**src/rtl/cal_pkg.sv**
```systemverilog
package cal_pkg;
  localparam logic [31:0] SECT_MARKER = 32'hDEAD_BEEF;

  typedef enum logic [2:0] {
    ST_IDLE,
    ST_SCAN,
    ST_CNT_HI,
    ST_CNT_LO,
    ST_ENTRY,
    ST_DONE
  } cal_state_e;
endpackage

```
**src/rtl/cal_marker_match.sv**
```systemverilog
module cal_marker_match #(
  parameter logic [31:0] PATTERN = 32'hDEAD_BEEF,
  parameter int          NBYTES  = 4
) (
  input  logic       clk_i,
  input  logic       rst_ni,
  input  logic       clr_i,
  input  logic       en_i,
  input  logic [7:0] data_i,
  output logic       hit_o
);
  localparam int SW = $clog2(NBYTES);

  logic [7:0]    pat_b [NBYTES];
  logic [SW-1:0] stage_q;

  for (genvar g = 0; g < NBYTES; g++) begin : g_pat
    assign pat_b[g] = PATTERN[8*(NBYTES-1-g) +: 8];
  end

  assign hit_o = en_i && (stage_q == SW'(NBYTES-1)) && (data_i == pat_b[NBYTES-1]);

  always_ff @(posedge clk_i or negedge rst_ni) begin
    if (!rst_ni) begin
      stage_q <= '0;
    end else if (clr_i) begin
      stage_q <= '0;
    end else if (en_i) begin
      if (hit_o)                          stage_q <= '0;
      else if (data_i == pat_b[stage_q])  stage_q <= stage_q + SW'(1);
      else if (data_i == pat_b[0])        stage_q <= SW'(1);  // breaking byte retried as first
      else                                stage_q <= '0;
    end
  end
endmodule

```
**src/rtl/cal_sum_acc.sv**
```systemverilog
module cal_sum_acc #(
  parameter int W = 8
) (
  input  logic         clk_i,
  input  logic         rst_ni,
  input  logic         clr_i,
  input  logic [W-1:0] seed_i,
  input  logic         add_i,
  input  logic [W-1:0] data_i,
  output logic [W-1:0] sum_o
);
  always_ff @(posedge clk_i or negedge rst_ni) begin
    if (!rst_ni)     sum_o <= '0;
    else if (clr_i)  sum_o <= seed_i;
    else if (add_i)  sum_o <= sum_o + data_i;
  end
endmodule

```
**src/rtl/cal_section_scan.sv**
```systemverilog
module cal_section_scan
  import cal_pkg::*;
#(
  parameter int MEM_BYTES   = 65536,
  parameter int MAX_ENTRIES = 8,
  parameter int ENTRY_BYTES = 28,
  localparam int AW = $clog2(MEM_BYTES + 1)
) (
  input  logic          clk_i,
  input  logic          rst_ni,
  input  logic          start_i,
  input  logic          mode_i,
  input  logic          vld_i,
  input  logic [7:0]    data_i,
  output logic          busy_o,
  output logic          done_o,
  output logic          found_o,
  output logic          not_found_o,
  output logic [AW-1:0] start_addr_o,
  output logic [15:0]   count_o,
  output logic          clamp_o,
  output logic          csum_ok_o,
  output logic          csum_err_o
);
  localparam int RW = $clog2(MAX_ENTRIES * ENTRY_BYTES + 1);

  cal_state_e    state_q;
  logic [AW-1:0] addr_q;
  logic [7:0]    cnt_hi_q, cnt_lo_q;
  logic [RW-1:0] rem_q;
  logic          take, last_byte, hit, sum_clr, sum_add;
  logic [7:0]    sum;
  logic [15:0]   raw_cnt;

  assign take      = vld_i && !start_i;
  assign last_byte = (addr_q == AW'(MEM_BYTES - 1));
  assign raw_cnt   = {cnt_hi_q, data_i};
  assign sum_clr   = start_i && mode_i && found_o;
  assign sum_add   = take && (state_q == ST_ENTRY) && (rem_q != '0);
  assign busy_o    = (state_q != ST_IDLE) && (state_q != ST_DONE);

  cal_marker_match #(.PATTERN(SECT_MARKER), .NBYTES(4)) u_match (
    .clk_i  (clk_i),
    .rst_ni (rst_ni),
    .clr_i  (start_i),
    .en_i   (take && (state_q == ST_SCAN)),
    .data_i (data_i),
    .hit_o  (hit)
  );

  cal_sum_acc #(.W(8)) u_sum (
    .clk_i  (clk_i),
    .rst_ni (rst_ni),
    .clr_i  (sum_clr),
    .seed_i (cnt_hi_q + cnt_lo_q),
    .add_i  (sum_add),
    .data_i (data_i),
    .sum_o  (sum)
  );

  always_ff @(posedge clk_i or negedge rst_ni) begin
    if (!rst_ni) begin
      state_q      <= ST_IDLE;
      addr_q       <= '0;
      cnt_hi_q     <= '0;
      cnt_lo_q     <= '0;
      rem_q        <= '0;
      done_o       <= 1'b0;
      found_o      <= 1'b0;
      not_found_o  <= 1'b0;
      start_addr_o <= '0;
      count_o      <= '0;
      clamp_o      <= 1'b0;
      csum_ok_o    <= 1'b0;
      csum_err_o   <= 1'b0;
    end else if (start_i) begin
      done_o     <= 1'b0;
      csum_ok_o  <= 1'b0;
      csum_err_o <= 1'b0;
      if (!mode_i) begin
        state_q      <= ST_SCAN;
        addr_q       <= '0;
        found_o      <= 1'b0;
        not_found_o  <= 1'b0;
        start_addr_o <= '0;
        count_o      <= '0;
        clamp_o      <= 1'b0;
      end else if (found_o) begin
        state_q <= ST_ENTRY;
        rem_q   <= RW'(32'(count_o) * ENTRY_BYTES);
      end else begin
        state_q    <= ST_DONE;
        done_o     <= 1'b1;
        csum_err_o <= 1'b1;
      end
    end else if (take) begin
      unique case (state_q)
        ST_SCAN: begin
          addr_q <= addr_q + AW'(1);
          if (last_byte) begin
            state_q     <= ST_DONE;
            not_found_o <= 1'b1;
            done_o      <= 1'b1;
          end else if (hit) begin
            state_q <= ST_CNT_HI;
          end
        end
        ST_CNT_HI: begin
          addr_q   <= addr_q + AW'(1);
          cnt_hi_q <= data_i;
          if (last_byte) begin
            state_q     <= ST_DONE;
            not_found_o <= 1'b1;
            done_o      <= 1'b1;
          end else begin
            state_q <= ST_CNT_LO;
          end
        end
        ST_CNT_LO: begin
          addr_q   <= addr_q + AW'(1);
          cnt_lo_q <= data_i;
          state_q  <= ST_DONE;
          done_o   <= 1'b1;
          if (raw_cnt == 16'd0) begin
            not_found_o <= 1'b1;
          end else begin
            found_o      <= 1'b1;
            start_addr_o <= addr_q + AW'(1);
            if (32'(raw_cnt) > MAX_ENTRIES) begin
              count_o <= 16'(MAX_ENTRIES);
              clamp_o <= 1'b1;
            end else begin
              count_o <= raw_cnt;
            end
          end
        end
        ST_ENTRY: begin
          if (rem_q != '0) begin
            rem_q <= rem_q - RW'(1);
          end else begin
            state_q    <= ST_DONE;
            done_o     <= 1'b1;
            csum_ok_o  <= (data_i == sum);
            csum_err_o <= (data_i != sum);
          end
        end
        default: ;
      endcase
    end
  end
endmodule

```
**config.mk**
```make
export PLATFORM = sky130hd
export DESIGN_NAME = cal_section_scan
export DESIGN_NICKNAME = d
export VERILOG_FILES = /design/src/rtl/cal_pkg.sv /design/src/rtl/cal_marker_match.sv /design/src/rtl/cal_sum_acc.sv /design/src/rtl/cal_section_scan.sv
export SDC_FILE = /design/constraint.sdc
export NUM_CORES = 1
export LEC_CHECK = 0
export ABC_AREA = 1
export CAP_MARGIN = 20
export CORE_MARGIN = 10
export CORE_UTILIZATION = 44
export CTS_CLUSTER_SIZE = 20
export DETAILED_ROUTE_END_ITERATION = 16
export PLACE_DENSITY = 0.66
export SKIP_LAST_GASP = 1
export SLEW_MARGIN = 15
export SYNTH_ARGS = -nofsm -noshare
export SYNTH_HDL_FRONTEND = slang
export SYNTH_HIERARCHICAL = 1
export SYNTH_SLANG_ARGS = --single-unit
```
**constraint.sdc**
```tcl
create_clock -name clk_i -period 2 [get_ports clk_i]
set_input_delay 0.2 -clock clk_i [delete_from_list [all_inputs] [get_ports clk_i]]
set_output_delay 0.2 -clock clk_i [all_outputs]
set_load 0.005 [all_outputs]
```
Yosys cells after proc, flatten, opt, wreduce, memory -nomap -nowiden
Index checks and enable logic that the tools add are counted.
Widths: inputs -> output; s select.
{"block": "classes", "addsub": 5, "n_mul": 1, "magnitude_cmp": 2, "n_eq_ne": 21, "mux": 68, "bitwise_logic": 2, "reduce_logical": 36}
{"cell": "$mux 17", "count": 8}
{"cell": "$mux 16", "count": 6}
{"cell": "$mux 8", "count": 10}
{"cell": "$mux 1", "count": 29}
{"cell": "$mux 3", "count": 7}
{"cell": "$add 17x1->17 const B", "count": 1}
{"cell": "$eq 17x16->1 const B", "count": 1}
{"cell": "$add 8x8->8", "count": 2}
{"cell": "$bmux 8 s2", "count": 1}
{"cell": "$eq 8x8->1", "count": 2}
{"cell": "$eq 8x8->1 const B", "count": 2}
{"cell": "$gt 16x4->1 const B", "count": 1}
{"cell": "$logic_not 16->1", "count": 1}
{"cell": "$mul 16x3->6 const B", "count": 1}
{"cell": "$reduce_bool 2->1", "count": 8}
{"cell": "$reduce_and 5->1", "count": 3}
{"cell": "$pmux 3 s4", "count": 1}
{"cell": "$reduce_and 3->1", "count": 4}
{"cell": "$reduce_and 4->1", "count": 3}
{"cell": "$logic_and 1x1->1", "count": 9}
{"cell": "$ne 3x3->1 const B", "count": 3}
{"cell": "$mux 2", "count": 4}
{"cell": "$ne 8x8->1", "count": 1}
{"cell": "$reduce_bool 8->1", "count": 1}
{"cell": "other kinds (21)", "count": 26}
{"block": "word_totals", "ff_bits": 93, "in_bits": 13, "out_inout_bits": 40, "word_cells": 150}

Logic depth before layout (Yosys ltp)
Gate-level depths: netlist of the first run.
{"block": "logic_depth", "depth_word": 10, "ltp_mapped": 14, "mapped_depth_nobuf": 14}

By module
Netlist of the first run, hierarchy kept.
{"mod": "cal_section_scan", "instances": 1, "cells_per_inst": 611, "area_each_um2": 4693.3, "seq_area_each_um2": 2077.0}
{"mod": "cal_sum_acc", "instances": 1, "cells_per_inst": 95, "area_each_um2": 744.5, "seq_area_each_um2": 200.2}
{"mod": "cal_marker_match", "instances": 1, "cells_per_inst": 70, "area_each_um2": 361.6, "seq_area_each_um2": 50.0}

Worst setup path after synthesis of the first run
OpenSTA, ideal clock, no wires.
{"block": "synth_path", "path_kind": "register to register", "startpoint": "register count_o[0]", "endpoint": "register rem_q[6]", "setup_ps": 65, "arrival_ps": 1899, "required_time_ps": 1935, "slack_ps": 36, "path_stages_with_launch": 9, "n_path_buf": 0, "synth_period_minus_slack_ps": 1964, "path_cell_list": "dfrtp_1 fa_1 ha_1 inv_1 fa_1 xor2_1 o21ai_0 nand2_1 nand2_1"}
{"block": "synth_between", "elab_chain_len": 4}
{"element": "start, declared", "line": "cal_section_scan.sv:20", "text": "output logic [15:0] count_o,"}
{"element": "start signal, assigned", "line": "cal_section_scan.sv:130", "text": "count_o <= 16'(MAX_ENTRIES);"}
{"element": "start signal, assigned", "line": "cal_section_scan.sv:133", "text": "count_o <= raw_cnt;"}
{"element": "$mul 16x3->6", "line": "cal_section_scan.sv:90", "text": "rem_q <= RW'(32'(count_o) * ENTRY_BYTES);"}
{"element": "$mux 8", "line": "cal_section_scan.sv:88", "text": "end else if (found_o) begin"}
{"element": "$mux 8", "line": "cal_section_scan.sv:80", "text": "if (!mode_i) begin"}
{"element": "$mux 8", "line": "cal_section_scan.sv:76", "text": "end else if (start_i) begin"}
{"element": "end signal, assigned", "line": "cal_section_scan.sv:90"}
{"element": "end signal, assigned", "line": "cal_section_scan.sv:139", "text": "rem_q <= rem_q - RW'(1);"}
{"element": "end, declared", "line": "cal_section_scan.sv:30", "text": "logic [RW-1:0] rem_q;"}
Every way passes these cells. The select of a mux whose other input is x is not followed.
A chain may end at the register's enable or synchronous reset.

Worst setup path in the final report of the first run
{"block": "layout_path", "startpoint": "register addr_q[1]", "endpoint": "register state_q[2]"}
{"block": "layout_between", "elab_chain_len": 5, "elab_cells_between_ends": 8, "classes_between": "eq/ne (2); mux (5); reduce/logical (1)"}
{"element": "start, declared", "line": "cal_section_scan.sv:28", "text": "logic [AW-1:0] addr_q;"}
{"element": "start signal, assigned", "line": "cal_section_scan.sv:99", "text": "addr_q <= addr_q + AW'(1);"}
{"element": "start signal, assigned", "line": "cal_section_scan.sv:109", "text": "addr_q <= addr_q + AW'(1);"}
{"element": "start signal, assigned", "line": "cal_section_scan.sv:120", "text": "addr_q <= addr_q + AW'(1);"}
{"element": "$eq 17x16->1 *", "line": "cal_section_scan.sv:36", "text": "assign last_byte = (addr_q == AW'(MEM_BYTES - 1));"}
{"element": "$mux 3 (on tied branches)", "line": "cal_section_scan.sv:111, cal_section_scan.sv:100"}
{"element": "$pmux 3 s4", "line": "cal_section_scan.sv:97", "text": "unique case (state_q)"}
{"element": "$mux 3", "line": "cal_section_scan.sv:96", "text": "end else if (take) begin"}
{"element": "$mux 3", "line": "cal_section_scan.sv:76"}
{"element": "end signal, assigned", "line": "cal_section_scan.sv:81", "text": "state_q <= ST_SCAN;"}
{"element": "end signal, assigned", "line": "cal_section_scan.sv:101", "text": "state_q <= ST_DONE;"}
{"element": "end signal, assigned", "line": "cal_section_scan.sv:112", "text": "state_q <= ST_DONE;"}
{"element": "end, declared", "line": "cal_section_scan.sv:27", "text": "cal_state_e state_q;"}
Every way passes the cells marked *; elsewhere a longest branch is shown, timed or not. The select of a mux whose other input is x is not followed.

==> results.toml, run 1 <==
[timing]
rsz0062_at_grt = "yes"
finalClockSkew_ns = 0.006408
worst_slack_ns = -0.04472
finalCritPeriodShare = 1.022
fmax_mhz = 489.1
hold_viol = 0
slew_viol_final = 0
slew_headroom = 0.6489
tightest_slew_ns = 0.5232
fin_tns_setup_ns = -0.1103
fin_crit_ns = 2.045
setup_viol = 3

[finish]
final_cells = 1043
drive_gt1_frac = 0.1493
layout_commonest_cell = "nand2_1"
diodes = 0
fillCellCount = 1179
fin_area_mm2 = 0.007192
layout_common_cells = "nand2_1 (240), inv_1 (94), dfrtp_1 (90), nor2_1 (71), clkdlybuf4s50_1 (51)"
fin_util = 0.5630
finalNetCount = 911
syn_to_final_growth_pct = 24.01

[clocking]
cts.clk_slew.worst_paths_ns = 0.07
clk_latency_ns = 0.35
cts_buffer_depth = 2
numCtsBuffers = 9
h-tree-depth = 3
cts.sinks = 93
cts_tree = "built"
cts-root-buf = "clkbuf_16"

[power]
combPwrFrac = 0.408
p_sw_uw = 2904
p_total_uw = 7488
clock_power_share = 0.230
swShare = 0.3878
power.leakage_uw = 0.003534
power.internal_uw = 4584
seqPwrFrac = 0.362
p_per_area_mw_per_mm2 = 1041
max-vdd-ir-drop_mv = 0.4779

[critical_path]
arrival_ns = 2.32
crit_start = "addr_q[1]$_DFFE_PN0P_"
critPathKind = "reg2reg"
crit_fanout = 3
crit-reg2reg-launch = "addr_q[1]$_DFFE_PN0P_"
cpPeakStageDelay_ns = 0.38
crit_buf_inv = 0
cp_top_family = "simple AND/OR/NAND/NOR gates"
worstPathCellList = "ha_2, nand2_2, nor2_4, nand2_2, nor2_4, nand2_2, nor3_2, ha_2, nor2_4, nand2_2, nand2_2, nor2_4, nand2_1, o21ai_1"
cpMaxStageDelayCell = "dfrtp_1"
critPathRequiredTime_ns = 2.28
crit_path_start_kind = "flop"
crit_top_cell = "nand2_2"
cp-end-kind = "flop"

[global_routing]
antenna_found_initial = 0
grt_pass1_vias = 5057
grt_pass1_wl_mm = 23.42
grt_max_degree = 33
track_usage = 0.1559
grt.overflow.total = 0

[yosys]
yosysUniqueCellTypes = 45
syn_area_per_cell_um2 = 7.473
syn_area_mm2 = 0.005799
ys_warn_count = 6
ys_seq_area_frac = 0.4013
synthCells = 776
ys_seq_elements = 93
syn_nets = 821

[floorplanning]
dieArea_mm2 = 0.01817
fp.dieH_um = 134.8
start_util = 0.4540
coreArea_mm2 = 0.01277
rows = 41
die_x_um = 134.8
io_pins = 53

[placed_design]
io_buffers = 52
placed_cells = 1024
dpl_cell_area_mm2 = 0.006750
place_hpwl_mm = 10.82
gp_congestion = 0.8908

[flow_run]
maxCapViolations = 0

[worst_hold_path]
hold_class = "in2async"

[status]
status = "complete, but fails checks"
violations = "setup timing"

[route]
vias = 5208
wire_per_inst_um = 13.49
first_pass_iters = 5
drt_wl_total_mm = 14.07
drtAntennaViolNets = 0
viasPerCell = 4.993
drc_errors = 0
drt_iter0_drc = 336
layer usage:
metal | part of all wire | track usage
met1 | 0.45 | 0.1877
met2 | 0.49 | 0.2696
met3 | 0.040 | 0.03783
met4 | 0.015 | 0.04353
met5 | 0 | 0
power groups by stage:
| stage | registers [uW] | logic (uW) | clock network [uW] |
|---|---|---|---|
| after floorplan | 2630 | 2120 | 0 |
| after global placement | 2700 | 2840 | 0 |
| after detailed placement | 2720 | 2930 | 0 |
| after CTS | 2690 | 2950 | 1770 |
| after global routing | 2780 | 3440 | 1840 |
| final | 2710 | 3050 | 1720 |
final cells by class:
cell class / count / area (um2) / share of cell area
Clock inverter: 5 / 60.06 / 0.008351
Tap cell: 172 / 215.2 / 0.02992
Timing Repair Buffer: 94 / 873.3 / 0.1214
Multi-Input combinational cell: 563 / 3075 / 0.4276
Inverter: 105 / 404.1 / 0.05619
Sequential cell: 93 / 2331 / 0.3241
Clock buffer: 11 / 232.7 / 0.03236
stage by stage:
| stage | setup slack (ns) | hold WS, ns |
|---|---|---|
| 2_1_floorplan | 0.03571 | -0.09559 |
| 4_1_cts | -0.05758 | 0.2732 |
| 3_3_place_gp | -0.01612 | 0.1073 |
| 3_5_place_dp | -0.1175 | 0.1073 |
| 6_report | -0.04472 | 0.2743 |
| 5_1_grt | -0.1901 | 0.3029 |
synth_stat cells (all sizes together):
| cell | instances | area share |
|---|---|---|
| a21boi | 1 | 0.0013 |
| a21o | 1 | 0.0013 |
| a21oi | 16 | 0.016 |
| a22oi | 4 | 0.0052 |
| a31oi | 1 | 0.0011 |
| and2 | 2 | 0.0022 |
| buf | 13 | 0.018 |
| clkbuf | 2 | 0.0013 |
| clkinv | 1 | 0.0015 |
| dfrtp | 93 | 0.40 |
| fa | 6 | 0.021 |
| ha | 26 | 0.056 |
| inv | 104 | 0.068 |
| nand2 | 251 | 0.17 |
| nand3 | 54 | 0.049 |
| nand3b | 6 | 0.011 |
| nand4 | 6 | 0.0065 |
| nor2 | 84 | 0.059 |
| nor3 | 10 | 0.010 |
| o211ai | 2 | 0.0035 |
| o21ai | 71 | 0.069 |
| o21bai | 3 | 0.0039 |
| o221ai | 1 | 0.0026 |
| or2 | 4 | 0.0056 |
| xnor2 | 5 | 0.0076 |
| xor2 | 9 | 0.014 |
path summary, 6_finish.rpt:
kind / end / depth (start not counted) / slack (ns)
max in group asynchronous: addr_q[0]$_DFFE_PN0P_ / 3 / 1.12
worst min register to register: start_addr_o[4]$_DFFE_PN0P_ / 2 / 0.47
worst min-delay path: rem_q[5]$_DFFE_PN0P_ / 2 / 0.27
worst max-delay path: state_q[2]$_DFFE_PN0P_ / 14 / -0.04
worst max register to register: state_q[2]$_DFFE_PN0P_ / 14 / -0.04
min in group clk_i: start_addr_o[4]$_DFFE_PN0P_ / 2 / 0.47
sequential cells by signal, summed over array words and instances (netlist names), 2 cells and up:
signal / cells
addr_q: 17
start_addr_o: 17
count_o: 16
cnt_hi_q: 8
cnt_lo_q: 8
rem_q: 8
u_sum/sum_o: 8
state_q: 3
u_match/stage_q: 2
cells by family (layout without fill, tap and decap cells):
group,Yosys count,count (layout),share of synthesized area
simple gates,417,417,0.3081
flops,93,93,0.4013
fa+ha+maj,32,32,0.07681
xor+xnor,14,14,0.02114
compound gates,100,100,0.1036
buf+inv,120,215,0.08911
repair_timing:
action,4_1_cts,5_1_grt
setup endpoints to repair,6,15
hold buffers,1,0
pin swaps,3,28
endpoints found under the hold margin,18,0
buffers inserted,0,2
gates resized for setup,9,30
Power figures use the tool's default switching activity.
==> run 2, diff against run 1 <==
SKIP_LAST_GASP = not set   (was 1)
==> run 2 against run 1 <==
Effect of this change:
- the flow still finishes with violations (setup timing)
- worst setup slack improved by 0.0028 ns
- sequential share of layout area did not move
- maximum frequency rose by 0.14%
- critical path type unchanged
- combinational power barely moved
- non-clock buffer count did not move
- largest power group unchanged
- total power barely moved
==> results.toml, run 2 (synthesis results as in run 1) <==
[finish]
fillCellCount = 1179
finalNetCount = 911
syn_to_final_growth_pct = 24.01
top_regs = "addr_q: 17 flops, start_addr_o: 17 flops, count_o: 16 flops"
diodes = 0
fin_util = 0.5630
layout_commonest_cell = "nand2_1"
drive_gt1_frac = 0.1493
layout_common_cells = "nand2_1 (240), inv_1 (94), dfrtp_1 (90), nor2_1 (71), clkdlybuf4s50_1 (51)"

[timing]
finalClockSkew_ns = 0.006532
worst_slack_ns = -0.04193
hold_ws_ns = 0.2741
slew_headroom = 0.6488
hold_viol = 0
rsz0062_at_grt = "yes"
slew_viol_final = 0
fmax_mhz = 489.7
finalCritPeriodShare = 1.021
fin_crit_ns = 2.042
fin_tns_setup_ns = -0.1076
setup_viol = 3
tightest_slew_ns = 0.5233

[flow_run]
maxCapViolations = 0

[critical_path]
critPathRequiredTime_ns = 2.28
crit_path_start_kind = "flop"
arrival_ns = 2.32
cp-end-kind = "flop"
critPathKind = "reg2reg"
crit_fanout = 3

[route]
vias = 5196
drt_wl_total_mm = 14.04
viasPerCell = 4.982
drt_iter0_drc = 334
drtAntennaViolNets = 0
first_pass_iters = 5
drc_errors = 0
wire_per_inst_um = 13.46

[power]
p_total_uw = 7486
max-vdd-ir-drop_mv = 0.4774
p_per_area_mw_per_mm2 = 1041
power.leakage_uw = 0.003534

[floorplanning]
rows = 41
io_pins = 53
coreArea_mm2 = 0.01277
die_x_um = 134.8
dieArea_mm2 = 0.01817
fp.dieH_um = 134.8
start_util = 0.4540

[clocking]
cts.sinks = 93
cts-root-buf = "clkbuf_16"
clk_latency_ns = 0.35
cts_buffer_depth = 2
h-tree-depth = 3
cts.clk_slew.worst_paths_ns = 0.07
cts_tree = "built"
numCtsBuffers = 9

[global_routing]
track_usage = 0.1559
grt_pass1_wl_mm = 23.42
grt_pass1_vias = 5057
grt_max_degree = 33
grt.overflow.total = 0
antenna_found_initial = 0

[placed_design]
gp_congestion = 0.8908
place_hpwl_mm = 10.82
io_buffers = 52

[worst_hold_path]
hold_class = "in2async"

[status]
status = "complete, but fails checks"
violations = "setup timing"
run 2: cell counts in the layout (fill, tap and decap cells not counted):
Identical to the previous run, type by type.
run 2: worst paths after layout:
path,end,cells after the start,slack (ns),startpoint
worst max-delay path,state_q[2]$_DFFE_PN0P_,14,-0.04,addr_q[1]$_DFFE_PN0P_
min in group clk_i,start_addr_o[4]$_DFFE_PN0P_,2,0.47,start_addr_o[4]$_DFFE_PN0P_
max in group asynchronous,addr_q[0]$_DFFE_PN0P_,3,1.12,rst_ni
worst min register to register,start_addr_o[4]$_DFFE_PN0P_,2,0.47,start_addr_o[4]$_DFFE_PN0P_
worst min-delay path,rem_q[5]$_DFFE_PN0P_,2,0.27,rst_ni
worst max register to register,state_q[2]$_DFFE_PN0P_,14,-0.04,addr_q[1]$_DFFE_PN0P_
run 2: power breakdown:
part / internal, uW / switching (uW)
Clock: 975 / 750
Combinational: 1300 / 1740
Sequential: 2300 / 407
Total: 4580 / 2900
run 2: layout make-up:
type	count	area [um2]	area share
Sequential cell	93	2331	0.3241
Multi-Input combinational cell	563	3075	0.4276
Clock inverter	5	60.06	0.008351
Tap cell	172	215.2	0.02992
Clock buffer	11	232.7	0.03236
Inverter	105	404.1	0.05619
Timing Repair Buffer	94	873.3	0.1214
run 2: worst max-delay path: stages (launching register included):
cell	delay, ns
dfrtp_1	0.38
ha_2	0.20
nand2_2	0.07
nor2_4	0.12
nand2_2	0.08
nor2_4	0.13
nand2_2	0.06
nor3_2	0.19
ha_2	0.23
nor2_4	0.06
nand2_2	0.08
nand2_2	0.08
nor2_4	0.13
nand2_1	0.07
o21ai_1	0.08
run 2: repair_timing:
item,4_1_cts,5_1_grt
gates resized for setup,9,30
endpoints found under the hold margin,18,0
setup buffers,0,2
hold buffers,1,0
setup endpoints to repair,6,15
pin swaps,3,28
run 2: stage by stage:
| step | instance area (um2) | cells | setup WS (ns) |
|---|---|---|---|
| 2_1_floorplan | 5799 | 776 | 0.03571 |
| 3_3_place_gp | 6750 | 1024 | -0.01612 |
| 3_5_place_dp | 6750 | 1024 | -0.1175 |
| 4_1_cts | 7068 | 1041 | -0.05758 |
| 5_1_grt | 7192 | 1043 | -0.1901 |
| 6_report | 7192 | 1043 | -0.04193 |
run 2: metal layers:
| layer | GRT usage | routed length (um) | up-vias |
|---|---|---|---|
| met3 | 0.03783 | 545 | 14 |
| met5 | 0 | 0 | - |
| met1 | 0.1877 | 6371 | 2470 |
| met2 | 0.2696 | 6917 | 86 |
| met4 | 0.04353 | 206 | 0 |
| li1 | - | - | 2626 |
